$ cat config.mk
export PLATFORM = sky130hd
export DESIGN_NAME = intc_vectored
export DESIGN_NICKNAME = d
export VERILOG_FILES = /design/src/rtl/intc_pkg.sv /design/src/rtl/intc_line_map.sv /design/src/rtl/intc_vec_enc.sv /design/src/rtl/intc_readmux.sv /design/src/rtl/intc_vectored.sv
export SDC_FILE = /design/constraint.sdc
export NUM_CORES = 1
export LEC_CHECK = 0
export ABC_CLOCK_PERIOD_IN_PS = 3000
export BUFFER_PORTS_ARGS = -buffer_cell sky130_fd_sc_hd__buf_4
export CORE_ASPECT_RATIO = 0.9
export CORE_UTILIZATION = 30
export CTS_CLUSTER_SIZE = 12
export DETAILED_ROUTE_END_ITERATION = 7
export HOLD_SLACK_MARGIN = 0.08
export PLACE_DENSITY = 0.52
export REMOVE_ABC_BUFFERS = 1
export SLEW_MARGIN = 5
export SYNTH_ARGS = -nofsm -noshare
export SYNTH_HDL_FRONTEND = slang
export SYNTH_SLANG_ARGS = --single-unit
$ cat constraint.sdc
create_clock -name clk_i -period 3 [get_ports clk_i]
set_clock_uncertainty 0.1 [all_clocks]
set_input_delay 0.3 -clock clk_i [delete_from_list [all_inputs] [get_ports clk_i]]
set_output_delay 0.3 -clock clk_i [all_outputs]
set_load 0.05 [all_outputs]
$ cat src/rtl/intc_pkg.sv
package intc_pkg;

    // Register word width and vector bus width.
    localparam int unsigned WORD_W = 32;
    localparam int unsigned VEC_W  = 8;

    typedef logic [WORD_W-1:0] word_t;
    typedef logic [VEC_W-1:0]  vec_t;

    // Word indices of the register port. The handler relies on these values.
    localparam logic [2:0] IDX_MASK   = 3'd0;
    localparam logic [2:0] IDX_PEND   = 3'd1;
    localparam logic [2:0] IDX_MASKED = 3'd2;
    localparam logic [2:0] IDX_NMI    = 3'd3;
    localparam logic [2:0] IDX_RSVD   = 3'd4;

    // Complete registered state of the controller.
    typedef struct packed {
        word_t mask;
        word_t pend;
        word_t masked;
        word_t nmi;
        vec_t  vec;
        logic  irq;
        logic  nmi_req;
    } intc_state_t;

endpackage

$ cat src/rtl/intc_line_map.sv
module intc_line_map
    import intc_pkg::*;
#(
    parameter int unsigned NUM_LINES = 32,
    parameter int unsigned NMI_FIRST = 30
) (
    input  logic [NUM_LINES-1:0] lines_i,
    output word_t                pend_o,
    output word_t                nmi_o
);

    // Ordinary line n feeds pending bit n-1; line 0 has no bit.
    // Lines from NMI_FIRST upward land on their own bit of the NMI word.
    for (genvar b = 0; b < WORD_W; b++) begin : g_bit
        if (b + 1 < NMI_FIRST && b + 1 < NUM_LINES) begin : g_pend
            assign pend_o[b] = lines_i[b+1];
        end else begin : g_pend_zero
            assign pend_o[b] = 1'b0;
        end

        if (b >= NMI_FIRST && b < NUM_LINES) begin : g_nmi
            assign nmi_o[b] = lines_i[b];
        end else begin : g_nmi_zero
            assign nmi_o[b] = 1'b0;
        end
    end

endmodule

$ cat src/rtl/intc_vec_enc.sv
module intc_vec_enc
    import intc_pkg::*;
#(
    parameter logic [VEC_W-1:0] SHARED_VEC = 8'h30
) (
    input  word_t masked_i,
    output vec_t  vec_o
);

    localparam int unsigned IDX_W = $clog2(WORD_W);

    logic             any_set;
    logic             single_set;
    logic [IDX_W-1:0] low_idx;

    // Lowest set bit; its value only matters when exactly one bit is set.
    always_comb begin
        low_idx = '0;
        for (int b = WORD_W - 1; b >= 0; b--) begin
            if (masked_i[b]) begin
                low_idx = IDX_W'(b);
            end
        end
    end

    assign any_set    = |masked_i;
    assign single_set = any_set && ((masked_i & (masked_i - word_t'(1))) == '0);

    always_comb begin
        if (!any_set) begin
            vec_o = '0;
        end else if (single_set) begin
            vec_o = SHARED_VEC + vec_t'(1) + vec_t'(low_idx);
        end else begin
            vec_o = SHARED_VEC;
        end
    end

endmodule

$ cat src/rtl/intc_readmux.sv
module intc_readmux
    import intc_pkg::*;
#(
    parameter int unsigned ADDR_W = 5
) (
    input  logic              sel_i,
    input  logic [ADDR_W-1:0] addr_i,
    input  intc_state_t       st_i,
    output word_t             rdata_o
);

    localparam int unsigned WIDX_W = ADDR_W - 2;

    logic [WIDX_W-1:0] widx;

    assign widx = addr_i[ADDR_W-1:2];

    always_comb begin
        rdata_o = '0;
        if (sel_i) begin
            if (widx == WIDX_W'(IDX_MASK)) begin
                rdata_o = st_i.mask;
            end else if (widx == WIDX_W'(IDX_PEND)) begin
                rdata_o = st_i.pend;
            end else if (widx == WIDX_W'(IDX_MASKED)) begin
                rdata_o = st_i.masked;
            end else if (widx == WIDX_W'(IDX_NMI)) begin
                rdata_o = st_i.nmi;
            end else begin
                // Reserved word and unmapped words read as zero.
                rdata_o = '0;
            end
        end
    end

endmodule

$ cat src/rtl/intc_vectored.sv
module intc_vectored
    import intc_pkg::*;
#(
    parameter int unsigned       NUM_LINES  = 32,
    parameter int unsigned       NMI_FIRST  = 30,
    parameter int unsigned       ADDR_W     = 5,
    parameter logic [VEC_W-1:0]  SHARED_VEC = 8'h30
) (
    input  logic                 clk_i,
    input  logic                 rst_ni,
    input  logic [NUM_LINES-1:0] irq_lines_i,
    input  logic                 bus_sel_i,
    input  logic                 bus_wr_i,
    input  logic [ADDR_W-1:0]    bus_addr_i,
    input  logic [WORD_W-1:0]    bus_wdata_i,
    output logic [WORD_W-1:0]    bus_rdata_o,
    output logic                 irq_o,
    output logic [VEC_W-1:0]     vector_o,
    output logic                 nmi_o
);

    localparam int unsigned WIDX_W   = ADDR_W - 2;
    localparam int unsigned IDX_W    = $clog2(WORD_W);
    localparam int unsigned NUM_NORM = NMI_FIRST - 1;

    intc_state_t st_d, st_q;

    word_t pend_next;
    word_t nmi_next;
    word_t masked_next;
    vec_t  vec_next;
    logic  mask_wr;

    assign mask_wr = bus_sel_i && bus_wr_i
                     && (bus_addr_i[ADDR_W-1:2] == WIDX_W'(IDX_MASK));

    intc_line_map #(
        .NUM_LINES (NUM_LINES),
        .NMI_FIRST (NMI_FIRST)
    ) u_line_map (
        .lines_i (irq_lines_i),
        .pend_o  (pend_next),
        .nmi_o   (nmi_next)
    );

    intc_vec_enc #(
        .SHARED_VEC (SHARED_VEC)
    ) u_vec_enc (
        .masked_i (masked_next),
        .vec_o    (vec_next)
    );

    // Next-state process: every field of the state computed in one place.
    always_comb begin
        st_d         = st_q;
        st_d.mask    = mask_wr ? bus_wdata_i : st_q.mask;
        st_d.pend    = pend_next;
        st_d.nmi     = nmi_next;
        masked_next  = st_d.pend & st_d.mask;
        st_d.masked  = masked_next;
        st_d.vec     = vec_next;
        st_d.irq     = (vec_next != '0);
        st_d.nmi_req = (nmi_next != '0);
    end

    // State register.
    always_ff @(posedge clk_i or negedge rst_ni) begin
        if (!rst_ni) begin
            st_q <= '0;
        end else begin
            st_q <= st_d;
        end
    end

    intc_readmux #(
        .ADDR_W (ADDR_W)
    ) u_readmux (
        .sel_i   (bus_sel_i),
        .addr_i  (bus_addr_i),
        .st_i    (st_q),
        .rdata_o (bus_rdata_o)
    );

    assign irq_o    = st_q.irq;
    assign vector_o = st_q.vec;
    assign nmi_o    = st_q.nmi_req;

    // ---------------- assertions ----------------
    logic             chk_armed_q;
    logic [IDX_W-1:0] chk_idx;

    always_ff @(posedge clk_i or negedge rst_ni) begin
        if (!rst_ni) begin
            chk_armed_q <= 1'b0;
        end else begin
            chk_armed_q <= 1'b1;
        end
    end

    assign chk_idx = IDX_W'(vector_o - SHARED_VEC - vec_t'(1));

    p_masked_and_r3: assert property (@(posedge clk_i) disable iff (!rst_ni)
        st_q.masked == (st_q.pend & st_q.mask));

    p_vec_zero_r4: assert property (@(posedge clk_i) disable iff (!rst_ni)
        (st_q.masked == '0) |-> (vector_o == '0));

    p_vec_single_r5: assert property (@(posedge clk_i) disable iff (!rst_ni)
        $onehot(st_q.masked) |-> ((vector_o > SHARED_VEC) && st_q.masked[chk_idx]));

    p_vec_shared_r6: assert property (@(posedge clk_i) disable iff (!rst_ni)
        ($countones(st_q.masked) > 1) |-> (vector_o == SHARED_VEC));

    p_irq_match_r7: assert property (@(posedge clk_i) disable iff (!rst_ni)
        irq_o == (vector_o != '0));

    p_nmi_follow_r8: assert property (@(posedge clk_i) disable iff (!rst_ni)
        chk_armed_q |-> (st_q.nmi[NUM_LINES-1:NMI_FIRST] == $past(irq_lines_i[NUM_LINES-1:NMI_FIRST])));

    p_nmi_out_r9: assert property (@(posedge clk_i) disable iff (!rst_ni)
        nmi_o == (st_q.nmi != '0));

    p_pend_follow_r10: assert property (@(posedge clk_i) disable iff (!rst_ni)
        chk_armed_q |-> (st_q.pend[NUM_NORM-1:0] == $past(irq_lines_i[NMI_FIRST-1:1])));

    p_pend_top_zero_r10: assert property (@(posedge clk_i) disable iff (!rst_ni)
        st_q.pend[WORD_W-1:NUM_NORM] == '0);

    p_mask_hold_r2: assert property (@(posedge clk_i) disable iff (!rst_ni)
        !(bus_sel_i && bus_wr_i && (bus_addr_i[ADDR_W-1:2] == WIDX_W'(IDX_MASK)))
        |=> $stable(st_q.mask));

endmodule

==> results.rst, run 1 <==
.. list-table::
   :header-rows: 1

   * - Metric
     - Value
   * - TritonCTS buffer count
     - 9
   * - Series of cell instances along the critical path
     - buf_6, and2b_1, and3_4, buf_6, mux2i_2, buf_4, nor4_4, buf_4, nand4_4, buf_4, buf_4, nor3_2, nand3b_1, a2111oi_4, o311ai_2, a211o_1, a21oi_2
   * - Detailed-route vias per instance
     - around 4.8
   * - Flip-flop cell with the highest count after synthesis
     - sky130_fd_sc_hd__dfrtp_1
   * - First-pass GRT wire length
     - about 28 mm
   * - IR Drop Worst-Case VDD
     - between 300 and 400 µV
   * - Master cell of the clock root buffer
     - sky130_fd_sc_hd__clkbuf_16
   * - Power share of the clock group
     - 0.260
   * - Cell area after synthesis
     - roughly 0.0052 mm²
   * - Fraction of power consumed by combinational cells
     - 0.368
   * - DIE WIDTH
     - ~140 µm
   * - Antenna violations before repair
     - 0
   * - Number of standard cells after synthesis
     - just under 600
   * - Fin crit share
     - 1.06
   * - Critical-path top delay cell
     - sky130_fd_sc_hd__a2111oi_4
   * - Final number of max-transition violations
     - 0
   * - CP max FO
     - 7
   * - Grt ovf
     - 0
   * - Type of the tightest min-delay check
     - in -> reg
   * - Nature of the critical path startpoint
     - input pin
   * - Number of global-route vias before repair
     - 5,578
   * - Clock network latency to the later pin of the worst-skew pair
     - ~0.36 ns
   * - Height of the die
     - approximately 130 µm
   * - Normalized max-slew margin
     - 0.543
   * - Placed instance area
     - roughly 0.007 mm²
   * - Final setup violation count
     - 7
   * - Worst Setup End Kind
     - flip-flop
   * - Path type of the worst setup path
     - in -> reg
   * - Number of register bits inferred by synthesis
     - just over 100
   * - Warnings from Yosys
     - 0
   * - Largest net degree at the start of global routing
     - 58
   * - GP Congestion
     - approximately 0.8
   * - Power density over the cells
     - 524 mW/mm²
   * - Number of violations reported at the end of detailed-routing iteration 0
     - slightly above 300
   * - Fin area
     - ~0.0083 mm²
   * - Detailed-router iteration count before antenna repair
     - 5
   * - Leakage component of the power
     - ~4 nW
   * - CP peak stage delay
     - about 0.35 ns
   * - Data required time of the worst path
     - approximately 3.2 ns
   * - Number of sinks handled by clock tree synthesis
     - around 100
   * - Placed wire-length estimate
     - about 12 mm
   * - Layout Nets
     - 931
   * - Longest Clk Path Bufs
     - 2
   * - Non-filler instance count after layout
     - roughly 1,100
   * - Routed wirelength normalized by instance count
     - roughly 16 µm
   * - Final worst-path setup slack
     - -0.195 ns
   * - Fraction of layout instances using a drive strength above 1
     - 0.355
   * - Inserted Diodes
     - 0
   * - H-Tree Depth
     - 3
   * - Netlist cell types
     - between 60 and 70
   * - RSZ-0062 raised after global routing
     - true
   * - Fraction of synthesized cell area taken by the top area cell type
     - 0.484
   * - Number of enable-type register cells in the synthesized netlist
     - 0
   * - Async set-or-reset flop fraction in the synthesized netlist
     - 1.00
   * - Die Area
     - roughly 0.018 mm²
   * - Synth-to-Final Area Change
     - 59.0%
   * - Standard-cell rows
     - between 40 and 50
   * - Max-cap violation count
     - 0
   * - DRC violation count after routing
     - 0
   * - Fmax
     - 0.313 GHz
   * - Outcome
     - finished with violations
   * - Count of buffers from port buffering
     - 110
   * - Number of top-level pins
     - roughly 120
   * - Cell taking the most area after synthesis
     - sky130_fd_sc_hd__dfrtp_1
   * - CP most frequent cell
     - sky130_fd_sc_hd__buf_4
   * - Post-synthesis area per instance
     - roughly 8.9 µm²
   * - TritonCTS clock tree
     - built
   * - Violations in the final reports
     - negative setup slack
   * - Number of antenna-violating nets in the routed design
     - 0
   * - Multi-input combinational cell area
     - 0.00270 mm²
   * - Sequential area share after synthesis
     - 0.484
   * - Arrival time at the worst endpoint
     - approximately 3.4 ns
   * - DR vias
     - ~5,300
   * - Switching share of power
     - 0.328
   * - Power Internal
     - 0.00292 W
   * - Area occupied by registers
     - ~0.0025 mm²
   * - Final min period
     - ~3.2 ns
   * - Power spent charging and discharging nets
     - 0.00143 W
   * - Buf/Inv on CP
     - 6
   * - Placed Cells
     - 1,004
   * - Initial standard-cell utilization of the core
     - 0.308
   * - Clock-pin transition on the worst setup and hold timing paths
     - about 0.070 ns
   * - Relative contribution of sequential cells to total power
     - 0.372
   * - Measured slew at the worst slew-check pin
     - ~0.7 ns
   * - Global-route total usage across every layer
     - 0.204
   * - Total routed wirelength
     - around 17 mm
   * - Largest cells by area after synthesis
     - sky130_fd_sc_hd__dfrtp_1 48%, sky130_fd_sc_hd__nand2_1 11%, sky130_fd_sc_hd__a21boi_0 4.3%, sky130_fd_sc_hd__mux2i_1 4.0%, sky130_fd_sc_hd__nor2_1 3.9%
   * - Filler Cells Inserted
     - around 1,600
   * - Family with the most delay on the worst path
     - compound AO/OA/AOI/OAI gates
   * - Final count of hold timing violations
     - 0
   * - Area of the core region
     - ~0.017 mm²
[routing by layer]
layer  vias up  wire length [µm]  GRT usage
li1       2542                 -          -
met1      2564              8310      0.275
met2       138              8220      0.342
met3        12               650     0.0326
met4         0               156     0.0499
met5         -                 0          0
[cell families (layout without fill, tap and decap cells)]
family / after synthesis / after routing / synth area share
AND/OR/NAND/NOR: 292 / 292 / 0.257
AO/OA/AOI/OAI: 113 / 113 / 0.142
flip-flops: 101 / 101 / 0.484
buffers and inverters: 44 / 320 / 0.0456
multiplexers: 30 / 30 / 0.0631
adder cells (fa/ha/maj): 2 / 2 / 0.00432
XOR/XNOR: 2 / 2 / 0.00336
other: 1 / 1 / 0.000719
[worst reg2reg max path: stages, from the launching register on]
cell,delay [ns]
sky130_fd_sc_hd__dfrtp_1,0.38
sky130_fd_sc_hd__nand2_1,0.09
sky130_fd_sc_hd__mux2i_1,0.36
sky130_fd_sc_hd__nor4_4,0.07
sky130_fd_sc_hd__buf_4,0.16
sky130_fd_sc_hd__buf_4,0.14
sky130_fd_sc_hd__nand4_4,0.11
sky130_fd_sc_hd__buf_4,0.15
sky130_fd_sc_hd__buf_4,0.12
sky130_fd_sc_hd__nor3_2,0.05
sky130_fd_sc_hd__nand3b_1,0.22
sky130_fd_sc_hd__a2111oi_4,0.35
sky130_fd_sc_hd__o311ai_2,0.19
sky130_fd_sc_hd__a211o_1,0.34
sky130_fd_sc_hd__a21oi_2,0.14
[sequential cells by signal, indices dropped and copies added (netlist names)]
name      cells
st_q         92
vector_o      7
nmi_o         1
irq_o         1
[final cells by class]
cell class / instances / area share
Timing Repair Buffer: 294 / 0.296
Tap cell: 235 / 0.0354
Clock inverter: 1 / 0.000603
Multi-Input combinational cell: 440 / 0.325
Clock buffer: 14 / 0.0330
Sequential cell: 101 / 0.305
Inverter: 11 / 0.00528
[Yosys cell counts (all sizes together), types with 2 or more instances]
| cell | count |
|---|---|
| nor2 | 55 |
| mux2i | 25 |
| or2 | 6 |
| buf | 14 |
| nor3 | 34 |
| o32ai | 2 |
| a31oi | 7 |
| o22ai | 3 |
| nor4 | 11 |
| mux2 | 5 |
| inv | 11 |
| a2111oi | 3 |
| o21ai | 40 |
| a21oi | 10 |
| nand3 | 12 |
| nand2b | 3 |
| o41ai | 2 |
| a211oi | 6 |
| dfrtp | 101 |
| or3 | 4 |
| clkbuf | 19 |
| nand4 | 5 |
| nand2 | 155 |
| a21boi | 30 |
[power groups by stage]
stage                     Combinational (W)  Clock, W  Sequential [W]
final                               0.00160   0.00113         0.00162
after global routing                0.00176   0.00122         0.00164
after CTS                           0.00160   0.00116         0.00162
after detailed placement            0.00138         0         0.00164
after global placement              0.00137         0         0.00163
after floorplan                    0.000674         0         0.00165
[cells in the final DEF (no fill, tap or decap), types with 3 or more instances in the layout]
cell type	n
sky130_fd_sc_hd__nand2_1	150
sky130_fd_sc_hd__a21boi_0	30
sky130_fd_sc_hd__buf_6	9
sky130_fd_sc_hd__buf_4	218
sky130_fd_sc_hd__nand2_2	3
sky130_fd_sc_hd__mux2i_1	11
sky130_fd_sc_hd__mux2i_4	5
sky130_fd_sc_hd__or3_1	4
sky130_fd_sc_hd__dlygate4sd3_1	62
sky130_fd_sc_hd__nand3_1	9
sky130_fd_sc_hd__inv_1	7
sky130_fd_sc_hd__a21oi_2	3
sky130_fd_sc_hd__nor4_4	5
sky130_fd_sc_hd__nor4_2	4
sky130_fd_sc_hd__a211oi_1	4
sky130_fd_sc_hd__dfrtp_1	101
sky130_fd_sc_hd__buf_12	5
sky130_fd_sc_hd__nor2_1	53
sky130_fd_sc_hd__o21ai_0	36
sky130_fd_sc_hd__clkbuf_16	9
sky130_fd_sc_hd__mux2_4	4
sky130_fd_sc_hd__o22ai_1	3
sky130_fd_sc_hd__inv_2	3
sky130_fd_sc_hd__a31oi_1	7
sky130_fd_sc_hd__nor3_1	32
sky130_fd_sc_hd__mux2i_2	9
sky130_fd_sc_hd__or2_2	4
sky130_fd_sc_hd__clkbuf_8	3
sky130_fd_sc_hd__o21ai_1	4
sky130_fd_sc_hd__a21oi_1	7
sky130_fd_sc_hd__nand2b_1	3
sky130_fd_sc_hd__nand4_1	4
[through the flow]
step / total power [W] / setup TNS (ns) / hold slack [ns] / setup slack, ns / util
2_1_floorplan: 0.00233 / -7.49 / -0.0956 / -1.08 / -
3_3_place_gp: 0.00301 / -5.20 / 0.272 / -0.751 / 0.414
3_5_place_dp: 0.00302 / -5.45 / 0.281 / -0.789 / 0.414
4_1_cts: 0.00438 / -0.864 / 0.0950 / -0.141 / 0.489
5_1_grt: 0.00461 / -2.03 / 0.0956 / -0.309 / 0.490
6_report: 0.00435 / -1.03 / 0.0987 / -0.195 / 0.490
[final timing paths]
| path | endpoint | slack, ns | from | cells past startpoint |
|---|---|---|---|---|
| setup / recovery | vector_o[6] | -0.19 | bus_addr_i[4] | 17 |
| max in group asynchronous | st_q[80] | 1.65 | rst_ni | 3 |
| hold reg to reg | st_q[136] | 0.38 | st_q[136] | 2 |
| min in group asynchronous | st_q[133] | 0.42 | rst_ni | 2 |
| hold / removal | st_q[114] | 0.1 | bus_wdata_i[8] | 2 |
| setup reg to reg | vector_o[6] | -0.03 | st_q[115] | 14 |
[repair_timing]
item	CTS	global route
setup endpoints to repair	7	7
hold endpoints to repair	110	0
buffers inserted	16	0
pin swaps	23	2
hold buffers	62	0
resized for setup	57	5
(Power assumes the default switching activity.)
==> run 2, diff against run 1 <==
--- a/config.mk
+++ b/config.mk
@@ -9,6 +9,7 @@
 export BUFFER_PORTS_ARGS = -buffer_cell sky130_fd_sc_hd__buf_4
 export CORE_ASPECT_RATIO = 0.9
 export CORE_UTILIZATION = 30
+export CTS_BUF_LIST = sky130_fd_sc_hd__clkbuf_4
 export CTS_CLUSTER_SIZE = 12
 export DETAILED_ROUTE_END_ITERATION = 7
 export HOLD_SLACK_MARGIN = 0.08
==> results.rst, run 2 (synthesis results as in run 1) <==
.. list-table::
   :header-rows: 1

   * - Metric
     - Value
   * - Initial standard-cell utilization of the core
     - 0.308
   * - Count of buffers from port buffering
     - between 100 and 150
   * - CP max FO
     - 6
   * - DRC violation count after routing
     - 0
   * - RSZ-0062 raised after global routing
     - true
   * - Min-Delay Startpoint
     - bus_wr_i
   * - Placed instance area
     - 0.00701 mm²
   * - First-pass GRT wire length
     - ~28 mm
   * - Longest Clk Path Bufs
     - 2
   * - Area occupied by registers
     - approximately 0.0025 mm²
   * - Most common cell after layout, fill and taps aside
     - sky130_fd_sc_hd__buf_4
   * - Type of the tightest min-delay check
     - in -> reg
   * - Worst Setup End Kind
     - flip-flop
   * - Fin area
     - slightly above 0.008 mm²
   * - Violations in the final reports
     - negative setup slack
   * - Clock-pin transition on the worst setup and hold timing paths
     - around 0.15 ns
   * - Inserted Diodes
     - 0
   * - Path type of the worst setup path
     - in -> reg
   * - Largest net degree at the start of global routing
     - between 50 and 60
   * - Standard-cell rows
     - 45
   * - Total routed wirelength
     - ~17 mm
   * - Number of top-level pins
     - around 120
   * - Placed wire-length estimate
     - between 10 and 15 mm
   * - Leakage component of the power
     - between 3 and 4 nW
   * - Die Area
     - 0.0179 mm²
   * - Routed wirelength normalized by instance count
     - about 16 µm
   * - Reg2reg start
     - st_q[115]
   * - Register with the most flip-flops
     - st_q
   * - Final count of hold timing violations
     - 0
   * - Filler Cells Inserted
     - 1,600
   * - Fmax
     - 0.330 GHz
   * - Detailed-router iteration count before antenna repair
     - 4
   * - Height of the die
     - roughly 130 µm
   * - Max-cap violation count
     - 0
   * - Final setup violation count
     - 4
   * - Outcome
     - finished with violations
   * - Crit path launch
     - bus_addr_i[4]
   * - Clock network latency to the later pin of the worst-skew pair
     - about 0.48 ns
   * - Normalized max-slew margin
     - 0.539
   * - Final min period
     - 3.03 ns
   * - DIE WIDTH
     - ~140 µm
   * - DR vias
     - between 5,000 and 6,000
   * - Layout Nets
     - around 940
   * - Fraction of layout instances using a drive strength above 1
     - 0.361
   * - Master cell of the clock root buffer
     - sky130_fd_sc_hd__clkbuf_4
   * - Number of sinks handled by clock tree synthesis
     - around 100
   * - Number of violations reported at the end of detailed-routing iteration 0
     - around 260
   * - Global-route total usage across every layer
     - 0.201
   * - Fin crit share
     - 1.01
   * - TritonCTS clock tree
     - built
   * - Synth-to-Final Area Change
     - 58.2%
   * - Commonest non-fill, non-tap cells in the layout
     - 218 x sky130_fd_sc_hd__buf_4, 149 x sky130_fd_sc_hd__nand2_1, 101 x sky130_fd_sc_hd__dfrtp_1
   * - Grt ovf
     - 0
   * - TritonCTS buffer count
     - 9
   * - Arrival time at the worst endpoint
     - around 3.4 ns
   * - Power density over the cells
     - ~470 mW/mm²
   * - Area of the core region
     - 0.0169 mm²
   * - Multi-input combinational cell area
     - approximately 0.0027 mm²
   * - Measured slew at the worst slew-check pin
     - 0.691 ns
   * - Detailed-route vias per instance
     - around 4.7
   * - IR Drop Worst-Case VDD
     - 223 µV
   * - Antenna violations before repair
     - 0
   * - Number of antenna-violating nets in the routed design
     - 0
   * - Data required time of the worst path
     - 3.32 ns
   * - H-Tree Depth
     - 3
   * - Final number of max-transition violations
     - 0
   * - Nature of the critical path startpoint
     - input pin
   * - GP Congestion
     - just under 0.8
   * - Final core utilization
     - 0.487
   * - Final worst-path setup slack
     - -0.0333 ns
   * - Number of global-route vias before repair
     - about 5,500
   * - Max FFs per register
     - 92
run 2: cell types whose count changed in the layout (fill, tap and decap cells not counted), moves of 2 or more:
cell,delta
sky130_fd_sc_hd__clkbuf_16,-8
sky130_fd_sc_hd__clkbuf_8,-3
sky130_fd_sc_hd__clkinv_1,+3
sky130_fd_sc_hd__clkbuf_4,+11
sky130_fd_sc_hd__dlygate4sd3_1,+2
sky130_fd_sc_hd__clkbuf_1,-2
run 2: final timing paths:
| check | end | slack [ns] | cells after the start |
|---|---|---|---|
| worst max-delay path | vector_o[6] | -0.03 | 15 |
| min in group asynchronous | st_q[67] | 0.30 | 2 |
| max in group asynchronous | st_q[49] | 1.79 | 3 |
| worst max register to register | vector_o[6] | 0.09 | 14 |
| worst min-delay path | st_q[51] | 0.27 | 4 |
| worst min register to register | st_q[136] | 0.40 | 2 |
run 2: metal layers:
| metal | GRT usage | share of wire | wire length, µm | vias up |
|---|---|---|---|---|
| met2 | 0.336 | 0.47 | 8070 | 129 |
| met1 | 0.271 | 0.49 | 8400 | 2534 |
| li1 | - | - | - | 2551 |
| met4 | 0.0371 | 0.0086 | 149 | 0 |
| met3 | 0.0412 | 0.038 | 657 | 13 |
| met5 | 0 | 0 | 0 | - |
run 2: power by group:
| part | internal [W] | total (W) | switching (W) |
|---|---|---|---|
| registers | 0.00153 | 0.00162 | 0.0000903 |
| clock network | 0.000176 | 0.000617 | 0.000441 |
| logic | 0.000792 | 0.00164 | 0.000847 |
run 2: worst max-delay path, stage by stage:
cell and delay, ns:
sky130_fd_sc_hd__buf_8 0.09, sky130_fd_sc_hd__and2b_1 0.20, sky130_fd_sc_hd__and3_4 0.30, sky130_fd_sc_hd__buf_6 0.14
sky130_fd_sc_hd__clkbuf_16 0.14, sky130_fd_sc_hd__buf_6 0.14, sky130_fd_sc_hd__mux2i_4 0.30, sky130_fd_sc_hd__or4_4 0.19
sky130_fd_sc_hd__nand2_4 0.05, sky130_fd_sc_hd__a31o_1 0.22, sky130_fd_sc_hd__or3_1 0.38, sky130_fd_sc_hd__nor4_2 0.19
sky130_fd_sc_hd__o311ai_2 0.18, sky130_fd_sc_hd__a211o_1 0.37, sky130_fd_sc_hd__a21oi_2 0.13
run 2: area by class of cell:
type,count,area share
multi-input combinational,440,0.332
timing repair buffer,300,0.309
sequential,101,0.306
tap,235,0.0356
clock buffer,11,0.0100
inverter,11,0.00530
clock inverter,4,0.00197
run 2: through the flow:
step                cells  power (W)  TNS, ns  hold WS [ns]  setup WS (ns)
finish               1102    0.00387  -0.0594         0.272        -0.0333
global route         1102    0.00414   -0.355         0.231        -0.0975
CTS                  1094    0.00385        0         0.254       0.000874
detailed placement   1004    0.00302    -5.45         0.281         -0.789
global placement     1004    0.00301    -5.20         0.272         -0.751
floorplan             552    0.00233    -7.49       -0.0956          -1.08
run 2: repair_timing:
action,in CTS,in global routing
endpoints found under the hold margin,119,0
pin swaps,19,14
hold buffers,64,0
setup buffers,12,7
cloned,0,1
setup endpoints to repair,7,7
gates resized for setup,48,23
==> run 3, diff against run 2 <==
--- a/config.mk
+++ b/config.mk
@@ -7,13 +7,14 @@
 export LEC_CHECK = 0
 export ABC_CLOCK_PERIOD_IN_PS = 3000
 export BUFFER_PORTS_ARGS = -buffer_cell sky130_fd_sc_hd__buf_4
+export CAP_MARGIN = 20
 export CORE_ASPECT_RATIO = 0.9
-export CORE_UTILIZATION = 30
+export CORE_UTILIZATION = 51
 export CTS_BUF_LIST = sky130_fd_sc_hd__clkbuf_4
 export CTS_CLUSTER_SIZE = 12
 export DETAILED_ROUTE_END_ITERATION = 7
 export HOLD_SLACK_MARGIN = 0.08
-export PLACE_DENSITY = 0.52
+export PLACE_DENSITY = 0.8
 export REMOVE_ABC_BUFFERS = 1
 export SLEW_MARGIN = 5
 export SYNTH_ARGS = -nofsm -noshare
==> results.rst, run 3 (synthesis results as in run 1) <==
.. list-table::
   :header-rows: 1

   * - Metric
     - Value
   * - Height of the die
     - approximately 98 µm
   * - Nature of the critical path startpoint
     - input pin
   * - Sum Neg Setup Slack
     - -0.0856 ns
   * - First-pass GRT wire length
     - 27.6 mm
   * - Detailed-router iteration count before antenna repair
     - 5
   * - Final setup violation count
     - 5
   * - CP peak stage delay
     - ~0.37 ns
   * - Series of cell instances along the critical path
     - buf_6, and2b_2, and3_4, buf_12, buf_16, mux2i_4, buf_6, a211oi_1, o31ai_1, buf_4, a21o_1, a211oi_4, nor4_4, o311ai_2, a211o_1, a21oi_2
   * - Antenna violations before repair
     - 0
   * - TritonCTS buffer count
     - 9
   * - TritonCTS clock tree
     - built
   * - Final worst-path setup slack
     - -0.0327 ns
   * - H-Tree Depth
     - 3
   * - Area of the core region
     - between 0.009 and 0.01 mm²
   * - Layout Nets
     - 941
   * - Normalized max-slew margin
     - 0.542
   * - Number of global-route vias before repair
     - between 5,000 and 6,000
   * - Placed wire-length estimate
     - 11.1 mm
   * - Final min period
     - between 3 and 4 ns
   * - DR vias
     - between 5,000 and 6,000
   * - Reg2reg end
     - vector_o[6]
   * - Number of top-level pins
     - 115
   * - Path type of the worst setup path
     - in -> reg
   * - Commonest non-fill, non-tap cells in the layout
     - 228 x sky130_fd_sc_hd__buf_4, 150 x sky130_fd_sc_hd__nand2_1, 101 x sky130_fd_sc_hd__dfrtp_1
   * - Detailed-route vias per instance
     - 5.55
   * - Non-filler instance count after layout
     - about 1,000
   * - R2r setup slk
     - 0.06 ns
   * - IR Drop Worst-Case VDD
     - just under 300 µV
   * - Routed wirelength normalized by instance count
     - between 15 and 20 µm
   * - End point of the critical path
     - vector_o[6]
   * - Final count of hold timing violations
     - 0
   * - Leakage component of the power
     - 3.91 nW
   * - Total routed wirelength
     - 17.7 mm
   * - GP Congestion
     - about 0.88
   * - Max-cap violation count
     - 0
   * - Post-layout total power
     - about 0.0039 W
   * - DIE WIDTH
     - between 100 and 150 µm
   * - Type of the tightest min-delay check
     - in -> async
   * - Initial standard-cell utilization of the core
     - 0.533
   * - Clock network latency to the later pin of the worst-skew pair
     - between 0.4 and 0.5 ns
   * - Fin crit share
     - 1.01
   * - Largest net degree at the start of global routing
     - a little under 60
   * - Number of violations reported at the end of detailed-routing iteration 0
     - between 400 and 500
   * - Violations in the final reports
     - negative setup slack
   * - Depth of the critical timing path with buffers and inverters included
     - 16
   * - Fin area
     - 0.00813 mm²
   * - Family with the most delay on the worst path
     - compound AO/OA/AOI/OAI gates
   * - Critical-path top delay cell
     - sky130_fd_sc_hd__a211o_1
   * - Count of buffers from port buffering
     - 110
   * - Worst Setup End Kind
     - flip-flop
   * - Final number of max-transition violations
     - 0
   * - Fmax
     - around 0.33 GHz
   * - Max FFs per register
     - 92
   * - Placed Cells
     - roughly 890
   * - Global-route total usage across every layer
     - 0.341
   * - Inserted Diodes
     - 0
   * - Measured slew at the worst slew-check pin
     - 0.686 ns
   * - Power density over the cells
     - roughly 480 mW/mm²
   * - Most common cell after layout, fill and taps aside
     - sky130_fd_sc_hd__buf_4
   * - Die Area
     - between 0.01 and 0.015 mm²
   * - Data required time of the worst path
     - around 3.3 ns
   * - Standard-cell rows
     - 34
   * - Register with the most flip-flops
     - st_q
   * - Synth-to-Final Area Change
     - 55.8%
   * - Master cell of the clock root buffer
     - sky130_fd_sc_hd__clkbuf_4
   * - CP max FO
     - 6
   * - Buf/Inv on CP
     - 5
   * - Filler Cells Inserted
     - about 590
   * - Fraction of layout instances using a drive strength above 1
     - 0.366
   * - Number of sinks handled by clock tree synthesis
     - 101
   * - Clock-pin transition on the worst setup and hold timing paths
     - roughly 0.15 ns
   * - Longest Clk Path Bufs
     - 2
   * - DRC violation count after routing
     - 0
   * - Worst Reg-to-Reg Cells
     - 12
   * - CP most frequent cell
     - sky130_fd_sc_hd__buf_6
   * - Arrival time at the worst endpoint
     - around 3.3 ns
   * - Placed instance area
     - roughly 0.0068 mm²
   * - Worst hold-check slack
     - roughly 0.30 ns
   * - Number of antenna-violating nets in the routed design
     - 0
   * - Crit path launch
     - bus_addr_i[4]
   * - Outcome
     - finished with violations
   * - Reg2reg start
     - st_q[124]
   * - Grt ovf
     - 0
   * - RSZ-0062 raised after global routing
     - true
[run 3: metal layers]
metal,GRT usage,vias up,routed length (µm)
li1,-,2577,-
met1,0.425,2687,7100
met2,0.587,226,9020
met3,0.0561,44,1050
met4,0.134,0,473
met5,0,-,0
[run 3: repair_timing]
| action | 4_1_cts | 5_1_grt |
|---|---|---|
| setup buffers | 29 | 3 |
| resized for setup | 46 | 24 |
| pin swaps | 20 | 12 |
| cloned | 1 | 0 |
| hold buffers | 64 | 0 |
| endpoints found under the setup margin | 7 | 7 |
| hold endpoints to repair | 118 | 0 |
[run 3: worst min-delay path by stage]
stage,cells after the start,startpoint,to,slack (ns)
2_1_floorplan,0,rst_ni,irq_o,-0.1
3_3_place_gp,1,rst_ni,st_q[81],0.27
3_5_place_dp,1,rst_ni,st_q[81],0.27
4_1_cts,2,rst_ni,st_q[76],0.31
5_1_grt,5,bus_wdata_i[18],st_q[60],0.31
6_report,2,rst_ni,st_q[80],0.30
[run 3: worst reg2reg max path, delay by kind of cell (launching register included)]
kind	cells	cell delay, ns
AO/OA/AOI/OAI	4	0.91
buffers and inverters	2	0.26
flip-flops	1	0.43
multiplexers	1	0.17
AND/OR/NAND/NOR	5	1.01
[run 3: layout make-up]
| type | instances | area (µm²) | share of cell area |
|---|---|---|---|
| Multi-Input combinational cell | 440 | 2760 | 0.339 |
| Timing Repair Buffer | 304 | 2540 | 0.313 |
| Sequential cell | 101 | 2530 | 0.311 |
| Tap cell | 126 | 158 | 0.0194 |
| Clock buffer | 9 | 67.6 | 0.00831 |
| Inverter | 11 | 43.8 | 0.00539 |
| Clock inverter | 6 | 31.3 | 0.00385 |
[run 3: through the flow]
| step | util | setup slack, ns |
|---|---|---|
| 2_1_floorplan | - | -1.08 |
| 3_3_place_gp | 0.693 | -0.592 |
| 3_5_place_dp | 0.693 | -0.657 |
| 4_1_cts | 0.817 | -0.0152 |
| 5_1_grt | 0.831 | -0.189 |
| 6_report | 0.831 | -0.0327 |
[run 3: where the power goes]
part / switching (W) / leakage [nW] / internal (W) / total, W
registers: 0.0000968 / 1.26 / 0.00153 / 0.00162
clock network: 0.000435 / 0.0503 / 0.000156 / 0.000592
logic: 0.000879 / 2.60 / 0.000800 / 0.00168
